### src/rtl/twi_pkg.sv
`timescale 1ns/1ps
package twi_pkg;

  typedef enum logic [3:0] {
    ST_IDLE,
    ST_ADDR,
    ST_ADDR_ACK,
    ST_SUB,
    ST_SUB_ACK,
    ST_WDATA,
    ST_WDATA_ACK,
    ST_TX,
    ST_MACK
  } twi_state_e;

  // Frequency word assembly: the byte at the group base is least significant.
  function automatic logic [31:0] freq_pack(input logic [7:0] b0, input logic [7:0] b1,
                                            input logic [7:0] b2, input logic [7:0] b3);
    return {b3, b2, b1, b0};
  endfunction

endpackage

### src/rtl/twi_line_sync.sv
`timescale 1ns/1ps
module twi_line_sync (
  input  logic clk,
  input  logic rst_n,
  input  logic scl_i,
  input  logic sda_i,
  output logic scl_s,
  output logic sda_s,
  output logic scl_rise,
  output logic scl_fall,
  output logic start_ev,
  output logic stop_ev
);
  logic scl_m, sda_m, scl_d, sda_d;

  always_ff @(posedge clk or negedge rst_n) begin
    if (!rst_n) begin
      scl_m <= 1'b1; scl_s <= 1'b1; scl_d <= 1'b1;
      sda_m <= 1'b1; sda_s <= 1'b1; sda_d <= 1'b1;
    end else begin
      scl_m <= scl_i; scl_s <= scl_m; scl_d <= scl_s;
      sda_m <= sda_i; sda_s <= sda_m; sda_d <= sda_s;
    end
  end

  assign scl_rise = scl_s & ~scl_d;
  assign scl_fall = ~scl_s & scl_d;
  assign start_ev = scl_s & scl_d & sda_d & ~sda_s;
  assign stop_ev  = scl_s & scl_d & ~sda_d & sda_s;
endmodule

### src/rtl/twi_reg_bank.sv
`timescale 1ns/1ps
module twi_reg_bank #(
  parameter int NUM_REGS = 16,
  parameter int IDX_W    = 5
) (
  input  logic                  clk,
  input  logic                  rst_n,
  input  logic                  wr_en,
  input  logic [IDX_W-1:0]      wr_idx,
  input  logic [7:0]            wr_data,
  input  logic [IDX_W-1:0]      rd_idx,
  output logic [7:0]            rd_data,
  output logic [NUM_REGS*8-1:0] regs_flat
);
  localparam logic [IDX_W-1:0] TOP_IDX = IDX_W'(NUM_REGS - 1);

  logic [IDX_W-1:0] rd_clamped;

  for (genvar gi = 0; gi < NUM_REGS; gi++) begin : g_reg
    logic [7:0] q;
    always_ff @(posedge clk or negedge rst_n) begin
      if (!rst_n)                                 q <= '0;
      else if (wr_en && wr_idx == IDX_W'(gi))     q <= wr_data;
    end
    assign regs_flat[gi*8 +: 8] = q;
  end

  // Reads beyond the end return the top register.
  assign rd_clamped = (rd_idx > TOP_IDX) ? TOP_IDX : rd_idx;

  always_comb begin
    rd_data = '0;
    for (int i = 0; i < NUM_REGS; i++)
      if (rd_clamped == IDX_W'(i)) rd_data = regs_flat[i*8 +: 8];
  end

  AST_WR_IN_BANK: assert property (@(posedge clk) disable iff (!rst_n)
    wr_en |-> (wr_idx <= TOP_IDX)) else $error("write beyond bank");
endmodule

### src/rtl/twi_freq_shadow.sv
`timescale 1ns/1ps
module twi_freq_shadow import twi_pkg::*; #(
  parameter int IDX_W = 5,
  parameter int BASE  = 4
) (
  input  logic             clk,
  input  logic             rst_n,
  input  logic             begin_ev,
  input  logic [IDX_W-1:0] begin_idx,
  input  logic             abort,
  input  logic             wr_en,
  input  logic [IDX_W-1:0] wr_idx,
  input  logic [7:0]       wr_data,
  output logic [31:0]      freq_word,
  output logic             commit_ev
);
  localparam logic [IDX_W-1:0] BASE_I = IDX_W'(BASE);
  localparam logic [IDX_W-1:0] TOP_I  = IDX_W'(BASE + 3);

  logic       armed;
  logic [1:0] step;
  logic [7:0] sh [3];
  logic       in_order;

  assign in_order  = armed && (wr_idx == BASE_I + IDX_W'(step));
  assign commit_ev = wr_en && in_order && (step == 2'd3) && !abort && !begin_ev;

  always_ff @(posedge clk or negedge rst_n) begin
    if (!rst_n) begin
      armed <= 1'b0; step <= '0; freq_word <= '0;
      sh[0] <= '0; sh[1] <= '0; sh[2] <= '0;
    end else if (abort) begin
      armed <= 1'b0;
    end else if (begin_ev) begin
      armed <= (begin_idx == BASE_I);
      step  <= '0;
    end else if (wr_en) begin
      if (in_order && step == 2'd3) begin
        freq_word <= freq_pack(sh[0], sh[1], sh[2], wr_data);
        armed     <= 1'b0;
      end else if (in_order) begin
        sh[step] <= wr_data;
        step     <= step + 2'd1;
      end else begin
        armed <= 1'b0;
      end
    end
  end

  AST_COMMIT_AT_TOP: assert property (@(posedge clk) disable iff (!rst_n)
    !$stable(freq_word) |-> $past(wr_en && wr_idx == TOP_I)) else $error("early commit");
  AST_HOLD_OFF_TOP: assert property (@(posedge clk) disable iff (!rst_n)
    (wr_en && wr_idx != TOP_I) |=> $stable(freq_word)) else $error("word moved");
endmodule

### src/rtl/twi_reg_slave.sv
`timescale 1ns/1ps
module twi_reg_slave import twi_pkg::*; #(
  parameter logic [6:0] DEV_ADDR  = 7'h2D,
  parameter int         NUM_REGS  = 16,
  parameter int         FREQ_BASE = 4
) (
  input  logic                  clk,
  input  logic                  rst_n,
  input  logic                  scl_i,
  input  logic                  sda_i,
  output logic                  sda_oe,
  output logic [NUM_REGS*8-1:0] cfg_regs,
  output logic [31:0]           freq_word
);
  localparam int               IDX_W   = $clog2(NUM_REGS + 1);
  localparam logic [IDX_W-1:0] PTR_END = IDX_W'(NUM_REGS);

  function automatic logic sub_in_range(input logic [7:0] v);
    return {24'd0, v} < 32'(NUM_REGS);
  endfunction

  function automatic logic [IDX_W-1:0] ptr_step(input logic [IDX_W-1:0] p);
    return (p == PTR_END) ? p : p + IDX_W'(1);
  endfunction

  twi_state_e       state;
  logic [3:0]       cnt;
  logic [7:0]       rx, tx, rd_byte;
  logic [IDX_W-1:0] ptr, ptr_next;
  logic             rw, oe_q, macked;

  // Named events
  logic scl_s, sda_s, scl_rise, scl_fall, ev_start, ev_stop;
  logic byte_full, byte_end, addr_hit, addr_reject, sub_accept, sub_reject;
  logic wr_en, wr_overrun, ld_ev, read_end, commit_ev;

  twi_line_sync u_sync (
    .clk(clk), .rst_n(rst_n), .scl_i(scl_i), .sda_i(sda_i),
    .scl_s(scl_s), .sda_s(sda_s), .scl_rise(scl_rise), .scl_fall(scl_fall),
    .start_ev(ev_start), .stop_ev(ev_stop)
  );

  assign byte_full   = (cnt == 4'd8);
  assign byte_end    = scl_fall && byte_full;
  assign addr_hit    = (rx[7:1] == DEV_ADDR);
  assign addr_reject = byte_end && state == ST_ADDR && !addr_hit;
  assign sub_accept  = byte_end && state == ST_SUB && sub_in_range(rx);
  assign sub_reject  = byte_end && state == ST_SUB && !sub_in_range(rx);
  assign wr_en       = byte_end && state == ST_WDATA && ptr != PTR_END;
  assign wr_overrun  = byte_end && state == ST_WDATA && ptr == PTR_END;
  assign ld_ev       = scl_fall && ((state == ST_ADDR_ACK && rw) || (state == ST_MACK && macked));
  assign read_end    = scl_fall && state == ST_MACK && !macked;
  assign ptr_next    = ptr_step(ptr);

  twi_reg_bank #(.NUM_REGS(NUM_REGS), .IDX_W(IDX_W)) u_bank (
    .clk(clk), .rst_n(rst_n), .wr_en(wr_en), .wr_idx(ptr), .wr_data(rx),
    .rd_idx(ptr), .rd_data(rd_byte), .regs_flat(cfg_regs)
  );

  twi_freq_shadow #(.IDX_W(IDX_W), .BASE(FREQ_BASE)) u_freq (
    .clk(clk), .rst_n(rst_n), .begin_ev(sub_accept), .begin_idx(rx[IDX_W-1:0]),
    .abort(ev_start | ev_stop), .wr_en(wr_en), .wr_idx(ptr), .wr_data(rx),
    .freq_word(freq_word), .commit_ev(commit_ev)
  );

  always_ff @(posedge clk or negedge rst_n) begin
    if (!rst_n) begin
      state <= ST_IDLE; cnt <= '0; rx <= '0; tx <= '0; ptr <= '0;
      rw <= 1'b0; oe_q <= 1'b0; macked <= 1'b0;
    end else if (ev_stop) begin
      state <= ST_IDLE; oe_q <= 1'b0; cnt <= '0;
    end else if (ev_start) begin
      state <= ST_ADDR; oe_q <= 1'b0; cnt <= '0;
    end else if (ld_ev) begin
      tx    <= rd_byte;
      oe_q  <= ~rd_byte[7];
      ptr   <= ptr_next;
      cnt   <= '0;
      state <= ST_TX;
    end else begin
      case (state)
        ST_ADDR, ST_SUB, ST_WDATA: begin
          if (scl_rise && !byte_full) begin
            rx  <= {rx[6:0], sda_s};
            cnt <= cnt + 4'd1;
          end else if (byte_end) begin
            cnt <= '0;
            if (state == ST_ADDR) begin
              if (addr_hit) begin rw <= rx[0]; oe_q <= 1'b1; state <= ST_ADDR_ACK; end
              else state <= ST_IDLE;
            end else if (state == ST_SUB) begin
              if (sub_accept) begin ptr <= rx[IDX_W-1:0]; oe_q <= 1'b1; state <= ST_SUB_ACK; end
              else state <= ST_IDLE;
            end else begin
              if (wr_en) begin ptr <= ptr_next; oe_q <= 1'b1; state <= ST_WDATA_ACK; end
              else state <= ST_IDLE;
            end
          end
        end
        ST_ADDR_ACK: if (scl_fall) begin oe_q <= 1'b0; state <= ST_SUB; end
        ST_SUB_ACK, ST_WDATA_ACK: if (scl_fall) begin oe_q <= 1'b0; state <= ST_WDATA; end
        ST_TX: if (scl_fall) begin
          if (cnt == 4'd7) begin
            oe_q <= 1'b0; cnt <= '0; state <= ST_MACK;
          end else begin
            tx   <= {tx[6:0], 1'b0};
            oe_q <= ~tx[6];
            cnt  <= cnt + 4'd1;
          end
        end
        ST_MACK: begin
          if (scl_rise) macked <= ~sda_s;
          if (read_end) state <= ST_IDLE;
        end
        default: ;
      endcase
    end
  end

  assign sda_oe = oe_q;

  AST_SDA_MOVES_SCL_LOW: assert property (@(posedge clk) disable iff (!rst_n)
    !$stable(oe_q) |-> !scl_s) else $error("SDA moved with SCL high");
  AST_ADDR_MISS_IDLE: assert property (@(posedge clk) disable iff (!rst_n)
    addr_reject |=> (state == ST_IDLE && !oe_q)) else $error("address miss acked");
  AST_BAD_SUB_IDLE: assert property (@(posedge clk) disable iff (!rst_n)
    sub_reject |=> (state == ST_IDLE && !oe_q)) else $error("bad subaddress acked");
  AST_OVERRUN_IDLE: assert property (@(posedge clk) disable iff (!rst_n)
    wr_overrun |=> (state == ST_IDLE && !oe_q && $stable(cfg_regs))) else $error("overrun stored");
  AST_READ_END_IDLE: assert property (@(posedge clk) disable iff (!rst_n)
    read_end |=> (state == ST_IDLE && !oe_q)) else $error("read not ended");
  AST_START_TO_ADDR: assert property (@(posedge clk) disable iff (!rst_n)
    ev_start |=> (state == ST_ADDR && cnt == 4'd0 && !oe_q)) else $error("start ignored");
  AST_STOP_TO_IDLE: assert property (@(posedge clk) disable iff (!rst_n)
    ev_stop |=> (state == ST_IDLE && !oe_q)) else $error("stop ignored");
  AST_COMMIT_ON_WRITE: assert property (@(posedge clk) disable iff (!rst_n)
    commit_ev |-> (state == ST_WDATA && wr_en)) else $error("commit outside write");
endmodule

### config.mk
export PLATFORM = sky130hd
export DESIGN_NAME = twi_reg_slave
export DESIGN_NICKNAME = d
export VERILOG_FILES = /design/src/rtl/twi_pkg.sv /design/src/rtl/twi_line_sync.sv /design/src/rtl/twi_reg_bank.sv /design/src/rtl/twi_freq_shadow.sv /design/src/rtl/twi_reg_slave.sv
export SDC_FILE = /design/constraint.sdc
export NUM_CORES = 1
export LEC_CHECK = 0
export ABC_AREA = 1
export BUFFER_PORTS_ARGS = -buffer_cell sky130_fd_sc_hd__buf_2
export CORE_UTILIZATION = 57
export DETAILED_ROUTE_END_ITERATION = 10
export GPL_ROUTABILITY_DRIVEN = 0
export GPL_TIMING_DRIVEN = 0
export PLACE_DENSITY = 0.77
export SYNTH_ARGS = -nofsm -noshare
export SYNTH_HDL_FRONTEND = slang
export SYNTH_SLANG_ARGS = --single-unit
### constraint.sdc
create_clock -name clk -period 3.1 [get_ports clk]
set_clock_uncertainty 0.2 [all_clocks]
set_input_delay 0.62 -clock clk [delete_from_list [all_inputs] [get_ports clk]]
set_output_delay 0.62 -clock clk [all_outputs]
set_load 0.005 [all_outputs]
# == Yosys cells after proc, flatten, opt, wreduce, memory -nomap -nowiden ==
# Cells that the tools add are included.
# word_totals
regBits,224
inputBits,4
word_cells,271
# classes
n_addsub,4
n_lt_le_gt_ge,4
n_eq_ne,64
muxes,80
bitwise_logic,22
reduce_logical,61
# op_table
op,count
two-way mux 8 bit,17
"== test 5 x 4 -> 1 bit, second input constant",16
two-way mux 4 bit,19
two-way mux 5 bit,10
"== test 5 x 3 -> 1 bit, second input constant",9
"inequality test 5 bit, second input constant",8
AND reduction 8 bit,4
logical AND 1 bit,30
two-way mux 7 bit,4
bitwise mux 24 bit,1
"== test 4 x 3 -> 1 bit, second input constant",5
"== test 5 x 2 -> 1 bit, second input constant",4
one-hot mux 4 bit (5 select lines),1
AND reduction 5 bit,4
two-way mux 1 bit,18
demux 8 bit (select 2 bit),1
NOT 1 bit,13
"inequality test 6 bit, second input constant",2
nonzero test 2 bit,6
"== test 5 x 1 -> 1 bit, second input constant",2
logical NOT 5 bit,2
two-way mux 2 bit,5
"== test 4 x 2 -> 1 bit, second input constant",2
"== test 4 bit, second input constant",2
other kinds (36),50

# == Longest topological paths before layout ==
# Gate-level depths: netlist (run 1).
# logic_depth
ltp_word,23
ltp_mapped,18
ltp_nobuf,17

# == Modules after synthesis ==
# Synthesis (run 1) repeated with hierarchy kept, for this count alone.
# unflattened
cells_unflattened,1312
area_unflattened_um2,10590.2
# by_module_without_submodules
module,n_inst,cells_per_inst,area_per_inst_um2
twi_reg_bank,1,715,5750.5
twi_freq_shadow,1,288,2608.8
twi_reg_slave,1,292,2031.9
twi_line_sync,1,17,198.9

# == Worst setup path after synthesis (run 1) ==
# OpenSTA, ideal clock, no wires.
# synth_timing
kind,reg2reg
startpoint,reg ptr[0]
endpoint,reg tx[1]
setup_ps,124
arrival_ps,2131
slack_ps,645
stages_incl_launch_ff,18
synth_period_minus_slack_ps,2455
path_cell_list,dfrtp_1 ha_1 inv_1 nor2_1 ha_1 inv_1 nand2_1 nand2_4 nand2_2 nor3_2 buf_4 nor2_1 nand2_1 nand4_1 nor3_1 nand4_1 nand2_1 a21oi_1
# synth_via
elab_chain_len,20
# synth_lines
item,line,source
start: declaration,twi_reg_slave.sv:29,"logic [IDX_W-1:0] ptr, ptr_next;"
start signal: assignment,twi_reg_slave.sv:77,ptr <= ptr_next;
> comparator 5 x 4 -> 1 bit,twi_reg_bank.sv:29,assign rd_clamped = (rd_idx > TOP_IDX) ? TOP_IDX : rd_idx;
two-way mux 5 bit (*),twi_reg_bank.sv:29,
logical NOT 5 bit,twi_reg_bank.sv:34,if (rd_clamped == IDX_W'(i)) rd_data = regs_flat[i*8 +: 8];
two-way mux 8 bit (15 in a row),twi_reg_bank.sv:34,
two-way mux 8 bit (*),twi_reg_bank.sv:34,
two-way mux 7 bit (*),twi_reg_slave.sv:74,end else if (ld_ev) begin
end signal: assignment,twi_reg_slave.sv:75,tx <= rd_byte;
end signal: assignment,twi_reg_slave.sv:106,"tx <= {tx[6:0], 1'b0};"
end: declaration,twi_reg_slave.sv:28,"logic [7:0] rx, tx, rd_byte;"
# Every way passes the cells marked *; elsewhere a longest branch is shown, timed or not.
# A chain may end at the register's enable or synchronous reset.

# == Worst setup path after layout (run 1) ==
# layout_timing
startpoint,reg ptr[1]
endpoint,reg tx[1]
# The elaborated chain is that of the path after synthesis.

==> results of run 1 <==
## cells in the final DEF, fill, tap and decap left out, types with 3 or more instances in the layout
| cell | n |
|---|---|
| clkbuf_8 | 6 |
| nor2_1 | 90 |
| nand2_1 | 319 |
| nand2_2 | 3 |
| o211ai_1 | 4 |
| dfrtp_1 | 216 |
| nor2_2 | 4 |
| inv_2 | 21 |
| clkinv_2 | 5 |
| bufinv_16 | 3 |
| clkbuf_16 | 24 |
| o22ai_1 | 6 |
| nor3_4 | 3 |
| o21ai_1 | 162 |
| buf_2 | 179 |
| nand3_1 | 47 |
| mux2_1 | 24 |
| clkinvlp_4 | 3 |
| dfstp_2 | 6 |
| clkbuf_1 | 29 |
| nor3_2 | 3 |
| a21oi_1 | 25 |
| buf_4 | 7 |
| nand4_1 | 34 |
| nor3_1 | 6 |
| inv_1 | 73 |
| or2_0 | 5 |
| o21ai_0 | 31 |
| ha_1 | 10 |
## power groups by stage
| stage | Sequential [uW] | Combinational, uW | Clock [uW] |
|---|---|---|---|
| 6_report | 3160 | 1370 | 3030 |
| 3_3_place_gp | 3220 | 1210 | 0 |
| 5_1_grt | 3170 | 1500 | 3180 |
| 3_5_place_dp | 3220 | 1240 | 0 |
| 2_1_floorplan | 3190 | 815 | 0 |
| 4_1_cts | 3170 | 1260 | 3050 |
## through the flow
stage	TNS [ns]	hold slack, ns	std cells	utilization, %
floorplan	0	0.1244	1162	-
global placement	-572.80	0.1477	1551	64.64
detailed placement	-0.04426	0.1485	1552	64.86
CTS	0	0.01431	1598	69.96
global route	-0.08044	0.04651	1604	70.41
finish	0	-0.02667	1604	70.41
## cell families after synthesis
group / Yosys count / share of synthesized area [%]
DFF: 224 / 55.91
xor gates and xnor gates: 3 / 0.2618
muxes: 24 / 2.692
adders and majority gates: 11 / 1.371
buffers and inverters: 143 / 5.646
and+or+nand+nor: 520 / 21.85
AOI/OAI and AO/OA: 237 / 12.28
## state kept, by name, summed over array words and instances (netlist names)
name              cells
cnt                   4
macked                1
ptr                   5
rw                    1
rx                    8
sda_oe                1
state                 4
tx                    7
u_bank.g.q          128
u_freq.armed          1
u_freq.freq_word     32
u_freq.sh            24
u_freq.step           2
u_sync.scl_d          1
u_sync.scl_m          1
u_sync.scl_s          1
u_sync.sda_d          1
u_sync.sda_m          1
u_sync.sda_s          1
## metal layers
layer	wire length, microns	part of all wire, %
met4	1360	4.5
met1	12210	41
met3	3217	11
met5	0	0
met2	13340	44
## worst min-delay path by stage
| stage | from | end | slack, ns | cells after the start |
|---|---|---|---|---|
| after floorplan | rst_n | cnt[0] | 0.12 | 0 |
| after global placement | u_sync.scl_m | u_sync.scl_s | 0.15 | 0 |
| after detailed placement | u_sync.sda_m | u_sync.sda_s | 0.15 | 0 |
| after CTS | rst_n | u_bank.g_reg[1].q[3] | 0.01 | 1 |
| after global routing | rst_n | u_bank.g_reg[1].q[2] | 0.05 | 1 |
| final | rst_n | u_bank.g_reg[1].q[5] | -0.03 | 1 |
## repair_timing
action,4_1_cts,5_1_grt
hold buffers,2,0
pin swaps,0,4
setup endpoints to repair,2,11
resized for setup,2,9
hold endpoints to repair,2,0
gates cloned,0,0
buffers inserted,0,6
## cell type report
type	instances	share of cell area [%]
Buffer	48	1.804
Clock buffer	31	5.660
Clock inverter	13	1.340
Inverter	95	2.938
Multi-Input combinational cell	795	32.06
Sequential cell	224	46.27
Tap cell	225	2.320
Timing Repair Buffer	173	7.608
## worst max-delay path: cells and delay by family (launching register included)
kind,cells,cell delay [ns]
AO/OA/AOI/OAI,2,0.20
adder cells (fa/ha/maj),2,0.40
buffers and inverters,3,0.43
flip-flops,1,0.43
AND/OR/NAND/NOR,8,1.27
==> impl_metrics.ini, run 1 <==
[routing]
drc = 1
wl_microns = 30130
postRouteAntennaNets = 0
drtIter0Drc = 826
wl_per_cell_microns = 18.78
vias = 9264
via_per_inst = 5.776
drt_first_pass_iters = 8

[setup_path]
worstPathMaxFanout = 10
rr_endpoint = tx[1]
slowest_delay_ns = 0.43
crit_type = reg2reg
worstSetupStartpoint = ptr[1]
cp_cell_sequence = ha_1, inv_1, nor2_1, ha_4, o211ai_1, buf_4, nor3_4, buf_6, nor2_1, nand2_1, nand4_1, nor3_2, nand4_1, nand2_1, a21oi_1
required_ns = 3.31
rr_worst_depth = 15
critPathLaunchType = flip-flop
crit_slowest_cell = dfrtp_2
r2r-start = ptr[1]
worstSetupEndpointType = flip-flop
critPathCapture = tx[1]
cp.arrival_ns = 3.25
rrSetupSlack_ns = 0.07

[final_layout]
area_growth_syn_to_layout_pct = 20.89
design_area_sq_um = 12140
regArea_sq_um = 5615
nets = 1376
antenna_cells = 0
drive_gt1_share_pct = 20.23
multi_input_area_sq_um = 3891
fillers = 1345

[power]
pwr-share-comb_pct = 18.2
p_total_uw = 7570
ir_worst_vdd_uv = 422.2
pwr-share-clk_pct = 40.1
intPower_uw = 5244
p_seq_share_pct = 41.8
p_per_area_nw_per_um2 = 623.8
switching_share_pct = 30.74
cellLeakagePower_uw = 0.006073
p_switching_uw = 2327

[global_routing]
grtUsageMet3_pct = 7.620
grt_pass1_vias = 8521
track_usage_pct = 33.81
grt-busiest-layer = met2
gr-usage-met2_pct = 49.97
globalRouteOverflowTotal = 0
grt_first_pass_wirelength_microns = 46720
grt_start_max_net_pins = 117
antenna_found_initial = 0
use_met1_pct = 48.15

[logic_synthesis]
seq_area_frac_synth_pct = 55.91
synthArstFlopShare_pct = 100.0
synth-edff-count = 0
syn-cell-area_sq_um = 10040
ys_warn_count = 0
netlist.area_leader.share_pct = 54.34
yosys-top-cells-count = nand2_1, dfrtp_1, o21ai_1
synth.net_count = 1177
synth.top_cells.by_area = dfrtp_1, nand2_1, o21ai_1
synth_seq_cells = 224
synth_largest_area_cell = dfrtp_1
yosysMostFrequentCell = nand2_1
synthFlopType = dfrtp_1
ys_types = 39
syn_area_per_cell_sq_um = 8.640
synth_cells = 1162

[floorplanning]
num_io_pins = 165
die-area_sq_um = 18150
num_rows = 48
die_y_microns = 134.7
coreArea_sq_um = 17240
start_util_pct = 58.25
die_x_microns = 134.7

[worst_hold_path]
hp-class = in2async

[timing]
timing.hold.ws_ns = -0.02667
drv_slew = 0
setup_viol = 0
setup_slack_ns = 0.06822
layout_worst_path_cycle_share_pct = 97.80
worst_slew_pin_slew_ns = 0.9561
finalCriticalPeriod_ns = 3.032
slew_headroom_pct = 36.26
hold_viol = 21
max_freq_mhz = 329.8

[place]
hpwlAfterDp_microns = 20670
place_area_sq_um = 11180
numPortBuffers = 164
place_ws_ns = -0.04426

[clocking]
cts_tree = built
clk_latency_ns = 0.53
cts-root-buf = clkbuf_16
clock-sinks = 224
clk_path_buf_depth = 3
clk_transition_reported_paths_ns = 0.07
cts-buffers-inserted = 24
htreeDepth = 1

[status]
status = complete, but fails checks
violations = DRC, hold timing

[flow_run]
cap_violations = 0
Note: power is estimated with default switching activity, not from simulation.
==> run 2, diff against run 1 <==
==> constraint.sdc (replaced) <==
create_clock -name clk -period 3.2 [get_ports clk]
set_clock_uncertainty 0.2 [all_clocks]
set_input_delay 0.64 -clock clk [delete_from_list [all_inputs] [get_ports clk]]
set_output_delay 0.64 -clock clk [all_outputs]
set_load 0.005 [all_outputs]
==> run 2 against run 1 <==
Sequential power down 3%. The flow still finishes with violations (DRC, hold timing). Count of clock-buffer cells in the layout stayed put. Cell area fell by 0.41%. Combinational power fell by 5%. Non-clock buffer count down 4. Critical endpoint unchanged. Die area did not move. Core utilization down 0.29 points. Power decreased by 3.5%. Global-route usage hardly changed. Worst hold slack improved by 0.0015 ns. Sequential cell count unchanged. Register-to-register slack gained 0.09 ns.
==> impl_metrics.ini, run 2 (synthesis gave the netlist of run 1 again) <==
[timing]
rsz0062_at_grt = false
drv_slew = 0
timing.hold.ws_ns = -0.02514
slew_headroom_pct = 36.14
setup_viol = 0
worst_slew_pin_slew_ns = 0.9579
layout_worst_path_cycle_share_pct = 95.19
finalCriticalPeriod_ns = 3.046
hold_viol = 20
max_freq_mhz = 328.3

[clocking]
cts-root-buf = clkbuf_16
cts-hold-fix-buffers = 0
cts_tree = built
clk_latency_ns = 0.53
clk_path_buf_depth = 3
htreeDepth = 1
cts-buffers-inserted = 24
clk_transition_reported_paths_ns = 0.07
clock-sinks = 224

[final_layout]
fillers = 1350
reg.largest.list = u_bank.g.q: 128 flops, u_freq.freq_word: 32 flops, u_freq.sh: 24 flops
regMostFlops = u_bank.g.q
fin_cells = 1600
final_cell_mix = nand2_1, dfrtp_1, buf_2, o21ai_1, nor2_1
antenna_cells = 0
final_common_cell = nand2_1
drive_gt1_share_pct = 20.07
area_growth_syn_to_layout_pct = 20.39
nets = 1372
largest_reg_flops = 128

[global_routing]
globalRouteOverflowTotal = 0
track_usage_pct = 33.81
grt_first_pass_wirelength_microns = 46710
antenna_found_initial = 0
grt_start_max_net_pins = 117
grt_pass1_vias = 8516

[setup_path]
worstSetupEndpointType = flip-flop
crit_type = reg2reg
rr_worst_depth = 15
rr_endpoint = tx[1]
critPathLaunchType = flip-flop
worstPathMaxFanout = 10
cp.arrival_ns = 3.26
rrSetupSlack_ns = 0.15
required_ns = 3.42
r2r-start = ptr[4]

[floorplanning]
start_util_pct = 58.25
num_rows = 48
num_io_pins = 165
die_y_microns = 134.7
coreArea_sq_um = 17240
die_x_microns = 134.7
die-area_sq_um = 18150

[routing]
drt_first_pass_iters = 8
postRouteAntennaNets = 0
wl_per_cell_microns = 18.79
drc = 1
drtIter0Drc = 849
wl_microns = 30060
via_per_inst = 5.751
vias = 9201

[power]
ir_worst_vdd_uv = 415.8
p_per_area_nw_per_um2 = 604.7
p_total_uw = 7308
cellLeakagePower_uw = 0.006051

[status]
violations = DRC, hold timing
status = complete, but fails checks

[place]
numPortBuffers = 164
hpwlAfterDp_microns = 20670
dp.cells = 1552

[worst_hold_path]
hp-class = in2async

[flow_run]
cap_violations = 0
[run 2: cell types whose count changed in the layout (fill, tap and decap cells not counted)]
cell	previous run	this run
clkbuf_4	2	1
ha_2	0	1
ha_4	1	0
buf_4	7	5
dlygate4sd3_1	2	0
buf_2	179	180
nor2_2	4	3
nor2_1	90	91
[run 2: through the flow]
step	setup slack, ns	area (sq um)	setup TNS [ns]	utilization, %	hold slack [ns]
2_1_floorplan	0.7453	10040	0	-	0.1444
3_3_place_gp	-2.532	11140	-554.84	64.64	0.1477
3_5_place_dp	0.05574	11180	0	64.86	0.1485
4_1_cts	0.01817	12030	0	69.79	0.005866
5_1_grt	0.005597	12090	0	70.12	0.008892
6_report	0.1539	12090	0	70.12	-0.02514
[run 2: area by class of cell]
type                            count  area, sq um  area share, %
Buffer                             48        216.5          1.791
Clock buffer                       31        686.9          5.683
Clock inverter                     13        162.7          1.346
Inverter                           95        356.6          2.950
Multi-Input combinational cell    795         3879          32.09
Sequential cell                   224         5615          46.46
Tap cell                          225        281.5          2.329
Timing Repair Buffer              169        888.4          7.350
[run 2: worst max-delay path by stage]
stage          depth (start not counted)              endpoint    from
2_1_floorplan                         17                 tx[1]  ptr[0]
3_3_place_gp                           1  u_freq.freq_word[22]   rst_n
3_5_place_dp                          17                 tx[1]  ptr[0]
4_1_cts                               17                 tx[1]  ptr[0]
5_1_grt                               15                 tx[1]  ptr[4]
6_report                              15                 tx[1]  ptr[4]
[run 2: where the power goes]
part / total (uW) / switching [uW] / internal, uW
sequential: 3070 / 109 / 2960
clock: 2940 / 1180 / 1760
combinational: 1300 / 958 / 342
total: 7310 / 2250 / 5060
[run 2: layer usage]
| layer | track usage [%] | part of all wire (%) | up-vias | routed length [microns] |
|---|---|---|---|---|
| met5 | 0 | 0 | - | 0 |
| met4 | 14.54 | 4.5 | 0 | 1338 |
| met3 | 7.620 | 9.8 | 87 | 2953 |
| met2 | 49.97 | 44 | 504 | 13330 |
| met1 | 48.12 | 41 | 4372 | 12440 |
| li1 | - | - | 4238 | - |
[run 2: what timing repair did]
action,CTS,global route
setup endpoints to repair,0,5
gates resized for setup,0,8
setup buffers,0,4
[run 2: worst max-delay path, cell delays in order (launching register included)]
cell      delay [ns]
dfrtp_1         0.36
clkbuf_4        0.19
inv_2           0.09
buf_2           0.24
ha_2            0.26
o211ai_1        0.14
buf_4           0.19
nor3_4          0.20
buf_6           0.17
nor2_1          0.05
nand2_1         0.06
nand4_1         0.14
nor3_2          0.29
nand4_1         0.18
nand2_1         0.12
a21oi_1         0.07
